==> config.mk <==
export PLATFORM = sky130hd
export DESIGN_NAME = page_ecc_engine
export DESIGN_NICKNAME = d
export VERILOG_FILES = /design/src/rtl/pecc_pkg.sv /design/src/rtl/pecc_accum.sv /design/src/rtl/pecc_syndrome.sv /design/src/rtl/page_ecc_engine.sv
export SDC_FILE = /design/constraint.sdc
export NUM_CORES = 1
export LEC_CHECK = 0
export CORE_AREA = 2 2 184 150
export DETAILED_ROUTE_END_ITERATION = 10
export DIE_AREA = 0 0 186 152
export SLEW_MARGIN = 20
export SYNTH_ARGS = -nofsm -noshare
export SYNTH_HDL_FRONTEND = slang
export SYNTH_HIERARCHICAL = 1
export SYNTH_SLANG_ARGS = --single-unit
==> constraint.sdc <==
create_clock -name clk -period 6.65 [get_ports clk]
set_clock_uncertainty 0.15 [all_clocks]
set_input_delay 1.995 -clock clk [delete_from_list [all_inputs] [get_ports clk]]
set_output_delay 1.995 -clock clk [all_outputs]
set_load 0.01 [all_outputs]
==> src/rtl/pecc_pkg.sv <==
package pecc_pkg;

  typedef enum logic [1:0] {
    PH_DATA  = 2'd0,
    PH_CODE  = 2'd1,
    PH_CHECK = 2'd2,
    PH_DONE  = 2'd3
  } phase_e;

  // Register word indices (byte address >> 2)
  localparam logic [2:0] RA_CTRL = 3'd0;
  localparam logic [2:0] RA_MODE = 3'd1;
  localparam logic [2:0] RA_STAT = 3'd2;
  localparam logic [2:0] RA_PAR  = 3'd3;
  localparam logic [2:0] RA_NPAR = 3'd4;

endpackage

==> src/rtl/pecc_accum.sv <==
module pecc_accum
  import pecc_pkg::*;
#(
  parameter int DATA_W     = 16,
  parameter int WADDR_W    = 12,
  parameter int BOFF_W     = 4,
  parameter int BASE_BYTES = 528,
  localparam int POS_W      = WADDR_W + BOFF_W,
  localparam int CODE_W     = 2 * POS_W,
  localparam int CODE_BYTES = CODE_W / 8,
  localparam int CCNT_W     = $clog2(CODE_BYTES),
  localparam int CNT_W      = $clog2(BASE_BYTES * 8 + 1)
) (
  input  logic              clk,
  input  logic              rst,
  input  logic              clr,
  input  logic              bus16,
  input  logic [1:0]        psize,
  input  logic              st_valid,
  input  logic [DATA_W-1:0] st_data,
  output logic [POS_W-1:0]  p_acc,
  output logic [POS_W-1:0]  n_acc,
  output logic [CODE_W-1:0] code_st,
  output logic              chk_go,
  output phase_e            phase
);

  logic [CNT_W-1:0]  byte_cnt;
  logic [CCNT_W-1:0] code_cnt;
  logic [CNT_W-1:0]  page_bytes;
  logic [CNT_W-1:0]  byte_nxt;
  logic [CNT_W-1:0]  widx;
  logic [DATA_W-1:0] dm;
  logic              odd;
  logic [BOFF_W-1:0] xb;
  logic [WADDR_W-1:0] waddr;
  logic [POS_W-1:0]  contrib;
  logic              code_last;

  always_comb begin
    page_bytes = CNT_W'(BASE_BYTES) << psize;
    byte_nxt   = byte_cnt + CNT_W'(bus16 ? 2 : 1);
    dm         = bus16 ? st_data : {{(DATA_W-8){1'b0}}, st_data[7:0]};
    odd        = ^dm;
    xb         = '0;
    for (int i = 0; i < DATA_W; i++) begin
      if (dm[i]) xb = xb ^ BOFF_W'(i);
    end
    widx      = bus16 ? (byte_cnt >> 1) : byte_cnt;
    waddr     = widx[WADDR_W-1:0];
    contrib   = {({WADDR_W{odd}} & waddr), xb};
    code_last = bus16 ? (code_cnt == CCNT_W'(CODE_BYTES/2 - 1))
                      : (code_cnt == CCNT_W'(CODE_BYTES - 1));
  end

  always_ff @(posedge clk) begin
    if (rst || clr) begin
      phase    <= PH_DATA;
      byte_cnt <= '0;
      code_cnt <= '0;
      p_acc    <= '0;
      n_acc    <= '0;
      code_st  <= '0;
      chk_go   <= 1'b0;
    end else begin
      chk_go <= 1'b0;
      case (phase)
        PH_DATA: if (st_valid) begin
          p_acc    <= p_acc ^ contrib;
          n_acc    <= n_acc ^ contrib ^ {POS_W{odd}};
          byte_cnt <= byte_nxt;
          if (byte_nxt >= page_bytes) phase <= PH_CODE;
        end
        PH_CODE: if (st_valid) begin
          if (bus16) code_st[{code_cnt[CCNT_W-2:0], 4'b0000} +: 16] <= st_data[15:0];
          else       code_st[{code_cnt, 3'b000} +: 8]              <= st_data[7:0];
          code_cnt <= code_cnt + 1'b1;
          if (code_last) begin
            phase  <= PH_CHECK;
            chk_go <= 1'b1;
          end
        end
        PH_CHECK: phase <= PH_DONE;
        default:  phase <= PH_DONE;
      endcase
    end
  end


  clr_zero_chk: assert property (@(posedge clk) disable iff (rst)
    clr |=> (p_acc == '0 && n_acc == '0 && phase == PH_DATA));


  hold_done_chk: assert property (@(posedge clk) disable iff (rst)
    (phase == PH_DONE && !clr) |=> ($stable(p_acc) && $stable(code_st)));


  code_only_chk: assert property (@(posedge clk) disable iff (rst)
    (phase == PH_CODE && !clr) |=> ($stable(p_acc) && $stable(n_acc)));

endmodule

==> src/rtl/pecc_syndrome.sv <==
module pecc_syndrome #(
  parameter int POS_W = 16,
  localparam int CODE_W = 2 * POS_W
) (
  input  logic              clk,
  input  logic              rst,
  input  logic              clr,
  input  logic              chk_go,
  input  logic [POS_W-1:0]  p_acc,
  input  logic [POS_W-1:0]  n_acc,
  input  logic [CODE_W-1:0] code_st,
  output logic              flag_any,
  output logic              flag_code,
  output logic              flag_multi,
  output logic [POS_W-1:0]  syn_p,
  output logic [POS_W-1:0]  syn_n,
  output logic              checked
);

  logic [POS_W-1:0] dp, dn;
  logic             clean, single_data, single_code;

  always_comb begin
    dp          = p_acc ^ code_st[POS_W-1:0];
    dn          = n_acc ^ code_st[CODE_W-1:POS_W];
    clean       = (dp == '0) && (dn == '0);
    single_data = (dp == ~dn);
    single_code = ($countones({dp, dn}) == 1);
  end

  always_ff @(posedge clk) begin
    if (rst || clr) begin
      flag_any   <= 1'b0;
      flag_code  <= 1'b0;
      flag_multi <= 1'b0;
      syn_p      <= '0;
      syn_n      <= '0;
      checked    <= 1'b0;
    end else if (chk_go) begin
      checked    <= 1'b1;
      syn_p      <= dp;
      syn_n      <= dn;
      flag_any   <= !clean;
      flag_code  <= !clean && !single_data && single_code;
      flag_multi <= !clean && !single_data && !single_code;
    end
  end


  flag_excl_chk: assert property (@(posedge clk) disable iff (rst)
    !(flag_code && flag_multi));


  sub_any_chk: assert property (@(posedge clk) disable iff (rst)
    (flag_code || flag_multi) |-> flag_any);


  go_first_chk: assert property (@(posedge clk) disable iff (rst)
    $rose(checked) |-> $past(chk_go));

endmodule

==> src/rtl/page_ecc_engine.sv <==
module page_ecc_engine
  import pecc_pkg::*;
#(
  parameter int ADDR_W     = 5,
  parameter int REG_W      = 32,
  parameter int DATA_W     = 16,
  parameter int WADDR_W    = 12,
  parameter int BOFF_W     = 4,
  parameter int BASE_BYTES = 528
) (
  input  logic              clk,
  input  logic              rst,
  input  logic              reg_wr,
  input  logic              reg_rd,
  input  logic [ADDR_W-1:0] reg_addr,
  input  logic [REG_W-1:0]  reg_wdata,
  output logic [REG_W-1:0]  reg_rdata,
  input  logic              st_valid,
  input  logic [DATA_W-1:0] st_data
);

  localparam int POS_W  = WADDR_W + BOFF_W;
  localparam int CODE_W = 2 * POS_W;

  logic              mode_bus16;
  logic [1:0]        mode_psize;
  logic              clr;
  logic [2:0]        widx;
  logic [POS_W-1:0]  p_acc, n_acc, syn_p, syn_n;
  logic [CODE_W-1:0] code_st;
  logic              chk_go, checked;
  logic              flag_any, flag_code, flag_multi;
  phase_e            phase;

  assign widx = reg_addr[ADDR_W-1:2];
  assign clr  = reg_wr && (widx == RA_CTRL) && reg_wdata[0];

  always_ff @(posedge clk) begin
    if (rst) begin
      mode_bus16 <= 1'b0;
      mode_psize <= 2'd0;
    end else if (reg_wr && widx == RA_MODE) begin
      mode_bus16 <= reg_wdata[4];
      mode_psize <= reg_wdata[1:0];
    end
  end

  pecc_accum #(
    .DATA_W(DATA_W), .WADDR_W(WADDR_W), .BOFF_W(BOFF_W), .BASE_BYTES(BASE_BYTES)
  ) u_accum (
    .clk(clk), .rst(rst), .clr(clr),
    .bus16(mode_bus16), .psize(mode_psize),
    .st_valid(st_valid), .st_data(st_data),
    .p_acc(p_acc), .n_acc(n_acc), .code_st(code_st),
    .chk_go(chk_go), .phase(phase)
  );

  pecc_syndrome #(.POS_W(POS_W)) u_syn (
    .clk(clk), .rst(rst), .clr(clr), .chk_go(chk_go),
    .p_acc(p_acc), .n_acc(n_acc), .code_st(code_st),
    .flag_any(flag_any), .flag_code(flag_code), .flag_multi(flag_multi),
    .syn_p(syn_p), .syn_n(syn_n), .checked(checked)
  );

  always_ff @(posedge clk) begin
    if (rst) begin
      reg_rdata <= '0;
    end else if (reg_rd) begin
      case (widx)
        RA_MODE: reg_rdata <= REG_W'({mode_bus16, 2'b00, mode_psize});
        RA_STAT: reg_rdata <= REG_W'({flag_multi, flag_code, flag_any});
        RA_PAR:  reg_rdata <= REG_W'(checked ? syn_p : p_acc);
        RA_NPAR: reg_rdata <= REG_W'(checked ? syn_n : n_acc);
        default: reg_rdata <= '0;
      endcase
    end
  end


  clean_stat_chk: assert property (@(posedge clk) disable iff (rst)
    (checked && !flag_any) |-> (syn_p == '0 && syn_n == '0));


  checked_phase_chk: assert property (@(posedge clk) disable iff (rst)
    checked |-> (phase == PH_DONE));

endmodule

==> results.tsv, run 1 <==
stage	metric	value	unit
status	status	finished, final reports clean	
timing	setup_viol	0	
drt	drcViolationCount	0	
clocking	tritoncts	done	
worst_setup_path	crit_buf_inv	5	
hold_path	hold_path_class	reg2reg	
timing	fin_ws	1.35	ns
power	pwr-share-seq	31.4	%
clocking	htreeDepth	4	
power	power.share.clock	36.2	%
global_routing	grt_overflow	0	
worst_setup_path	setup.worst_path.end_class	register	
clocking	cts_buffer_depth	2	
clocking	numCtsBuffers	17	
yosys	synth_cells	908	
clocking	clock_sinks	137	
power	vdd_drop_max	0.170	mV
job	cap_violations	0	
global_routing	grt_pass1_vias	6200	
worst_setup_path	required	6.82	ns
finish	utilization	36.6	%
global_routing	grt_usage	16.1	%
global_routing	antenna_found_initial	0	
yosys	synth.yosys.seq_area_share	32.0	%
worst_setup_path	path_delay_family	adder cells	
timing	finalSetupTns	0	ns
yosys	synth_edf_count	0	
worst_setup_path	cp_common_cell	fa_1	
floorplan	core_area	26700	µm²
drt	wirelength	22400	µm
floorplan	rows	54	
worst_setup_path	crit_arrival	5.47	ns
timing	fmax	189	MHz
yosys	yosysUniqueCellTypes	67	
worst_setup_path	crit_path_start_kind	register	
drt	postRouteAntennaNets	0	
placed_design	place_ws	1.38	ns
timing	rsz0062_at_grt	no	
clocking	clkSlewWorstSetupHoldPaths	0.06	ns
clocking	holdBufCountCts	0	
power	powerDensity	291	nW/µm²
finish	finalNetCount	1021	
power	switching_power	0.000937	W
power	p_leak	3.43	nW
clocking	postCtsSetupRepairBufs	0	
yosys	mappedNetlistArea	8560	µm²
placed_design	place.gp.congestion	0.872	
timing	tightest_slew	1.14	ns
yosys	ys_warn_count	6	
placed_design	post-dp-hpwl	16600	µm
timing	fin_hold_ws	0.325	ns
worst_setup_path	crit_path_start	u_accum/code_st[7]$_SDFFE_PP0P_	
finish	drive_gt1_share	9.87	%
yosys	ys.flop_type	dfxtp_1	
floorplan	die_h	152	µm
clocking	root_buffer	clkbuf_16	
clocking	insertion_delay	0.43	ns
placed_design	port_buffers	42	
worst_setup_path	critical_path.max_stage_delay	0.56	ns
finish	regArea	2750	µm²
floorplan	io-pin-count	90	
yosys	async_reset_ff_share	0	%
worst_setup_path	path_depth	17	
yosys	ys_seq_elements	137	
timing	period_share	79.6	%
finish	area_growth_syn_to_layout	14.2	%
hold_path	whs_path_depth	1	
worst_setup_path	path_class	reg2reg	
drt	via_per_inst	5.11	
drt	wl_per_cell	17.4	µm
finish	diodes	0	
power	swShare	32.9	%
floorplan	die_area	28300	µm²
placed_design	dpl-instance-area	9130	µm²
clocking	ctsResizeCount	0	
timing	final_max_slew_viol_count	0	
timing	hold_viol_final	0	
worst_setup_path	reg2reg_from	u_accum/code_st[7]$_SDFFE_PP0P_	
global_routing	grt_pass1_wl	35300	µm
floorplan	die_w	186	µm
drt	dr.pass1.iters	5	
finish	multiInputGateArea	5340	µm²
global_routing	grt_max_degree	71	
hold_path	min_from	reg_rdata[15]$_SDFFE_PP0P_	
drt	drt_iter0_markers	563	
power	p_int	0.00191	W
worst_setup_path	reg2reg_depth	17	
drt	vias	6573	
power	combPwrFrac	32.4	%
finish	fillCellCount	2675	
timing	relSlewSlack	24.0	%
worst_setup_path	slowest_stage	fa_1	
worst_setup_path	path_max_fanout	3	
floorplan	start_util	32.1	%
finish	fin_area	9780	µm²
timing	finalCriticalPeriod	5.30	ns
worst_setup_path	critical_path.cell_chain	xnor2_1 > inv_1 > fa_1 > inv_1 > fa_1 > fa_1 > inv_1 > fa_1 > ha_1 > inv_1 > fa_1 > inv_1 > fa_1 > nor3_1 > o211a_1 > nand3_1 > o32ai_1	
yosys	syn_area_per_cell	9.43	µm²
-- sequential cells by signal, summed over array words and instances (netlist names), 2 cells and up --
register / flops
mode_psize: 2
reg_rdata: 16
u_accum/byte_cnt: 13
u_accum/code_cnt: 2
u_accum/code_st: 32
u_accum/n_acc: 16
u_accum/p_acc: 16
u_accum/phase: 2
u_syn/syn_n: 16
u_syn/syn_p: 16
-- cell type report --
type                            count  share of cell area, %
Clock buffer                       19                   4.63
Clock inverter                     12                   1.92
Inverter                           32                   1.23
Multi-Input combinational cell    672                   54.6
Sequential cell                   137                   28.1
Tap cell                          364                   4.66
Timing Repair Buffer               50                   4.91
-- power groups by stage --
stage / logic (W) / clock network, W / registers [W]
3_5_place_dp: 0.000928 / 0 / 0.000912
6_report: 0.000922 / 0.00103 / 0.000893
4_1_cts: 0.000934 / 0.00105 / 0.000893
3_3_place_gp: 0.000906 / 0 / 0.000910
5_1_grt: 0.00104 / 0.00108 / 0.000898
2_1_floorplan: 0.000710 / 0 / 0.000899
-- cell usage after synthesis, types with 7 or more instances --
cell | number | area share, %
a211oi_1 | 52 | 4.6
a21oi_1 | 35 | 2.0
a22o_1 | 12 | 1.2
a22oi_1 | 32 | 2.8
buf_1 | 9 | 0.39
buf_2 | 13 | 0.76
buf_4 | 17 | 1.5
clkbuf_1 | 39 | 1.7
dfxtp_1 | 137 | 32
fa_1 | 22 | 5.1
ha_1 | 31 | 4.5
inv_1 | 30 | 1.3
mux2i_1 | 56 | 6.5
nand2_1 | 37 | 1.6
nand3_1 | 15 | 0.88
nand4_1 | 9 | 0.66
nor2_1 | 101 | 4.4
nor2b_1 | 7 | 0.51
o21ai_0 | 9 | 0.53
o22ai_1 | 12 | 0.88
o31ai_1 | 10 | 0.88
o41ai_1 | 7 | 0.72
or3_1 | 20 | 1.5
or4_1 | 10 | 0.88
xnor2_1 | 44 | 4.5
xnor2_2 | 25 | 4.7
xor2_1 | 34 | 3.5
-- cells in the final DEF, fill, tap and decap left out, types with 5 or more instances in the layout --
cell / n
dfxtp_1: 135
nor2_1: 101
mux2i_1: 56
a211oi_1: 52
xnor2_1: 44
clkdlybuf4s50_1: 42
nand2_1: 37
a21oi_1: 34
xor2_1: 34
a22oi_1: 32
ha_1: 31
inv_1: 30
xnor2_2: 25
fa_1: 22
or3_1: 20
clkbuf_16: 17
conb_1: 16
nand3_1: 15
o22ai_1: 12
a22o_1: 12
o31ai_1: 10
or4_1: 10
o21ai_0: 9
nand4_1: 9
buf_4: 8
nor2b_1: 7
o41ai_1: 7
a31oi_1: 5
inv_6: 5
mux2_2: 5
-- per-layer routing --
| metal | vias up | share of wire (%) | track usage, % |
|---|---|---|---|
| met5 | - | 0 | 0 |
| li1 | 3219 | - | - |
| met3 | 23 | 5.8 | 3.55 |
| met2 | 197 | 40 | 22.2 |
| met4 | 0 | 1.2 | 4.24 |
| met1 | 3134 | 53 | 25.0 |
-- cells by family (layout without fill, tap and decap cells) --
logic type	after synthesis	in the layout	synth area share [%]
other	1	16	0.0438
AOI/OAI and AO/OA	194	194	16.0
DFF	137	137	32.0
muxes	61	61	7.20
adders and majority gates	53	53	9.67
xor gates and xnor gates	109	109	14.2
buffers and inverters	114	113	6.34
and+or+nand+nor	239	239	14.5
-- path summary, 6_finish.rpt --
| path | to | slack, ns |
|---|---|---|
| worst max register to register | u_syn/flag_code$_SDFFE_PP0P_ | 1.35 |
| worst min register to register | reg_rdata[15]$_SDFFE_PP0P_ | 0.33 |
| worst max-delay path | u_syn/flag_code$_SDFFE_PP0P_ | 1.35 |
| worst min-delay path | reg_rdata[15]$_SDFFE_PP0P_ | 0.33 |
-- stage by stage --
step / power, W / cells
floorplan: 0.00161 / 923
global placement: 0.00182 / 1255
finish: 0.00284 / 1286
detailed placement: 0.00184 / 1255
CTS: 0.00287 / 1286
global route: 0.00303 / 1286
Power figures use the tool's default switching activity.
==> run 2: changes to the inputs <==
- clock period: 6.65 -> 4.7 ns (I/O delays scaled with it)
==> run 2 against run 1 <==
The run now ends with setup timing left. Count of clock-buffer cells in the layout fell by 1. Critical path depth grew 1. Die area unchanged. Global-route usage grew 0.83 points. Sequential power grew 41%. Worst setup slack got worse by 1.6 ns. Register-to-register slack got worse by 1.6 ns. Worst hold slack better by 0.0031 ns. Critical endpoint unchanged. Combinational power up 76%. Highest routed layer unchanged. Critical path type unchanged. Power rose by 49%. Largest power group is now combinational cells.
==> results.tsv, run 2 (synthesis gave the netlist of run 1 again) <==
stage	metric	value	unit	change
timing	period_share	105	%	+25 points
timing	fmax	203	MHz	+7.6%
finish	mostFrequentLayoutCells	dfxtp_1, nor2_1, buf_4		
timing	tightest_slew	1.09	ns	-0.0404 ns
worst_setup_path	cp_common_cell	fa_1		
power	combPwrFrac	38.3	%	+5.9 points
placed_design	place_inst	1321		+5.3%
clocking	tritoncts	done		
power	power.share.clock	32.1	%	-4.1 points
worst_setup_path	crit_path_start_kind	register		
status	status	finished with violations		
hold_path	hold_path_class	reg2reg		
timing	final_max_slew_viol_count	0		unchanged
worst_setup_path	path_delay_family	adder cells		
clocking	numCtsBuffers	17		unchanged
placed_design	post-dp-hpwl	17800	µm	+7.1%
floorplan	io-pin-count	90		unchanged
worst_setup_path	critical_path.cell_chain	xnor2_2 > inv_2 > fa_1 > inv_1 > fa_1 > fa_1 > inv_2 > fa_1 > ha_2 > inv_2 > fa_1 > nor2b_1 > o21a_1 > ha_1 > nor3_2 > o211a_4 > nand3_1 > o32ai_2		
finish	largest_register_ffs	32		unchanged
finish	regMostFlops	u_accum/code_st		
clocking	htreeDepth	4		unchanged
worst_setup_path	critical_path.max_stage_delay	0.55	ns	about the same
timing	fin_ws	-0.220	ns	-1.57 ns
placed_design	dpl-instance-area	9670	µm²	+5.9%
power	p_int	0.00282	W	+48%
placed_design	place.gp.congestion	0.868		-0.50%
drt	wl_per_cell	17.7	µm	+1.6%
clocking	holdBufCountCts	0		unchanged
global_routing	grt_pass1_vias	6101		-1.6%
global_routing	antenna_found_initial	0		unchanged
floorplan	start_util	32.1	%	unchanged
drt	vias	6831		+3.9%
global_routing	grt_overflow	0		unchanged
power	vdd_drop_max	0.289	mV	+70%
placed_design	port_buffers	42		unchanged
drt	drt_iter0_markers	632		+12%
floorplan	rows	54		unchanged
clocking	clkSlewWorstSetupHoldPaths	0.06	ns	about the same
clocking	cts_buffer_depth	2		unchanged
drt	dr.pass1.iters	5		unchanged
power	p_leak	3.76	nW	+9.6%
worst_setup_path	required	4.88	ns	-1.94 ns
worst_setup_path	r2r_slack	-0.22	ns	-1.57 ns
global_routing	grt_pass1_wl	36400	µm	+3.2%
timing	rsz0062_at_grt	yes		
worst_setup_path	crit_arrival	5.10	ns	-0.37 ns
worst_setup_path	path_max_fanout	2		-1
floorplan	die_area	28300	µm²	unchanged
drt	postRouteAntennaNets	0		unchanged
worst_setup_path	slowest_stage	fa_1		
finish	fin_cells	1354		+5.3%
floorplan	core_area	26700	µm²	unchanged
timing	hold_viol_final	0		unchanged
worst_setup_path	path_class	reg2reg		
finish	utilization	38.8	%	+2.2 points
global_routing	grt_max_degree	68		-4.2%
clocking	insertion_delay	0.42	ns	about the same
finish	finalNetCount	1090		+6.8%
finish	area_growth_syn_to_layout	21.0	%	
timing	finalCriticalPeriod	4.92	ns	-0.376 ns
finish	drive_gt1_share	19.5	%	+9.6 points
drt	drcViolationCount	0		unchanged
power	swShare	33.5	%	+0.54 points
floorplan	die_h	152	µm	unchanged
timing	relSlewSlack	27.0	%	+3.0 points
clocking	clock_sinks	137		unchanged
floorplan	die_w	186	µm	unchanged
power	pwr-share-seq	29.6	%	-1.8 points
drt	via_per_inst	5.05		-1.3%
drt	wirelength	23900	µm	+7.0%
status	failed_checks	setup timing		
global_routing	grt_usage	17.0	%	+0.83 points
clocking	root_buffer	clkbuf_16		
job	cap_violations	0		unchanged
finish	fin_area	10400	µm²	+6.0%
worst_setup_path	setup.worst_path.end_class	register		
power	switching_power	0.00142	W	+52%
timing	setup_viol	2		+2
worst_setup_path	crit_buf_inv	4		-1
finish	final_common_cell	dfxtp_1		
finish	diodes	0		unchanged
power	powerDensity	409	nW/µm²	+41%
-- run 2: cell count changes in the layout (fill, tap and decap cells not counted), moves of 4 or more --
cell | before | now
buf_4 | 8 | 76
clkinv_2 | 0 | 4
dfxtp_1 | 135 | 123
dfxtp_2 | 2 | 13
inv_1 | 30 | 23
inv_2 | 1 | 8
inv_6 | 5 | 1
xnor2_1 | 44 | 40
xnor2_2 | 25 | 29
-- run 2: repair_timing --
action / CTS / global route
gates resized for setup: 23 / 6
setup buffers: 2 / 1
setup endpoints to repair: 2 / 2
pin swaps: 13 / 2
-- run 2: layer usage --
| metal | track usage [%] | part of all wire (%) | wire length (µm) | up-vias |
|---|---|---|---|---|
| li1 | - | - | - | 3356 |
| met1 | 28.0 | 54 | 12900 | 3268 |
| met2 | 21.6 | 40 | 9460 | 182 |
| met3 | 2.97 | 5.0 | 1210 | 25 |
| met4 | 4.84 | 1.6 | 384 | 0 |
| met5 | 0 | 0 | 0 | - |
-- run 2: final cells by class --
| cell class | count | area (µm²) |
|---|---|---|
| well taps | 364 | 455 |
| flip-flops and latches | 137 | 2760 |
| inverters | 32 | 120 |
| repair buffers | 119 | 1010 |
| fillers | 2637 | 16300 |
| clock inverters | 12 | 151 |
| multi-input cells | 672 | 5420 |
| clock buffers | 18 | 439 |
-- run 2: tightest hold or removal path: stages (launching register included) --
cell and delay (ns):
dfxtp_1 0.31, nor2_1 0.08, a211oi_1 0.04
-- run 2: stage by stage --
step	TNS [ns]	setup WS, ns	total power [W]	hold WS [ns]
after global routing	-0.747	-0.406	0.00448	0.337
after detailed placement	-0.630	-0.319	0.00276	0.318
final	-0.369	-0.220	0.00424	0.328
after floorplan	0	0.000482	0.00229	0.285
after global placement	-0.578	-0.293	0.00271	0.312
after CTS	-0.327	-0.166	0.00425	0.326
-- run 2: power by group through the flow --
stage / registers [W] / logic (W) / clock network (W)
2_1_floorplan: 0.00127 / 0.00101 / 0
3_5_place_dp: 0.00128 / 0.00148 / 0
4_1_cts: 0.00126 / 0.00161 / 0.00138
6_report: 0.00126 / 0.00162 / 0.00136
3_3_place_gp: 0.00128 / 0.00143 / 0
5_1_grt: 0.00126 / 0.00178 / 0.00143
-- run 2: path summary, 6_finish.rpt --
check | endpoint | start | depth (start not counted)
worst max-delay path | u_syn/flag_code$_SDFFE_PP0P_ | u_accum/code_st[7]$_SDFFE_PP0P_ | 18
worst min-delay path | u_syn/syn_n[10]$_SDFFE_PP0P_ | u_syn/syn_n[10]$_SDFFE_PP0P_ | 2
worst min register to register | u_syn/syn_n[10]$_SDFFE_PP0P_ | u_syn/syn_n[10]$_SDFFE_PP0P_ | 2
worst max register to register | u_syn/flag_code$_SDFFE_PP0P_ | u_accum/code_st[7]$_SDFFE_PP0P_ | 18
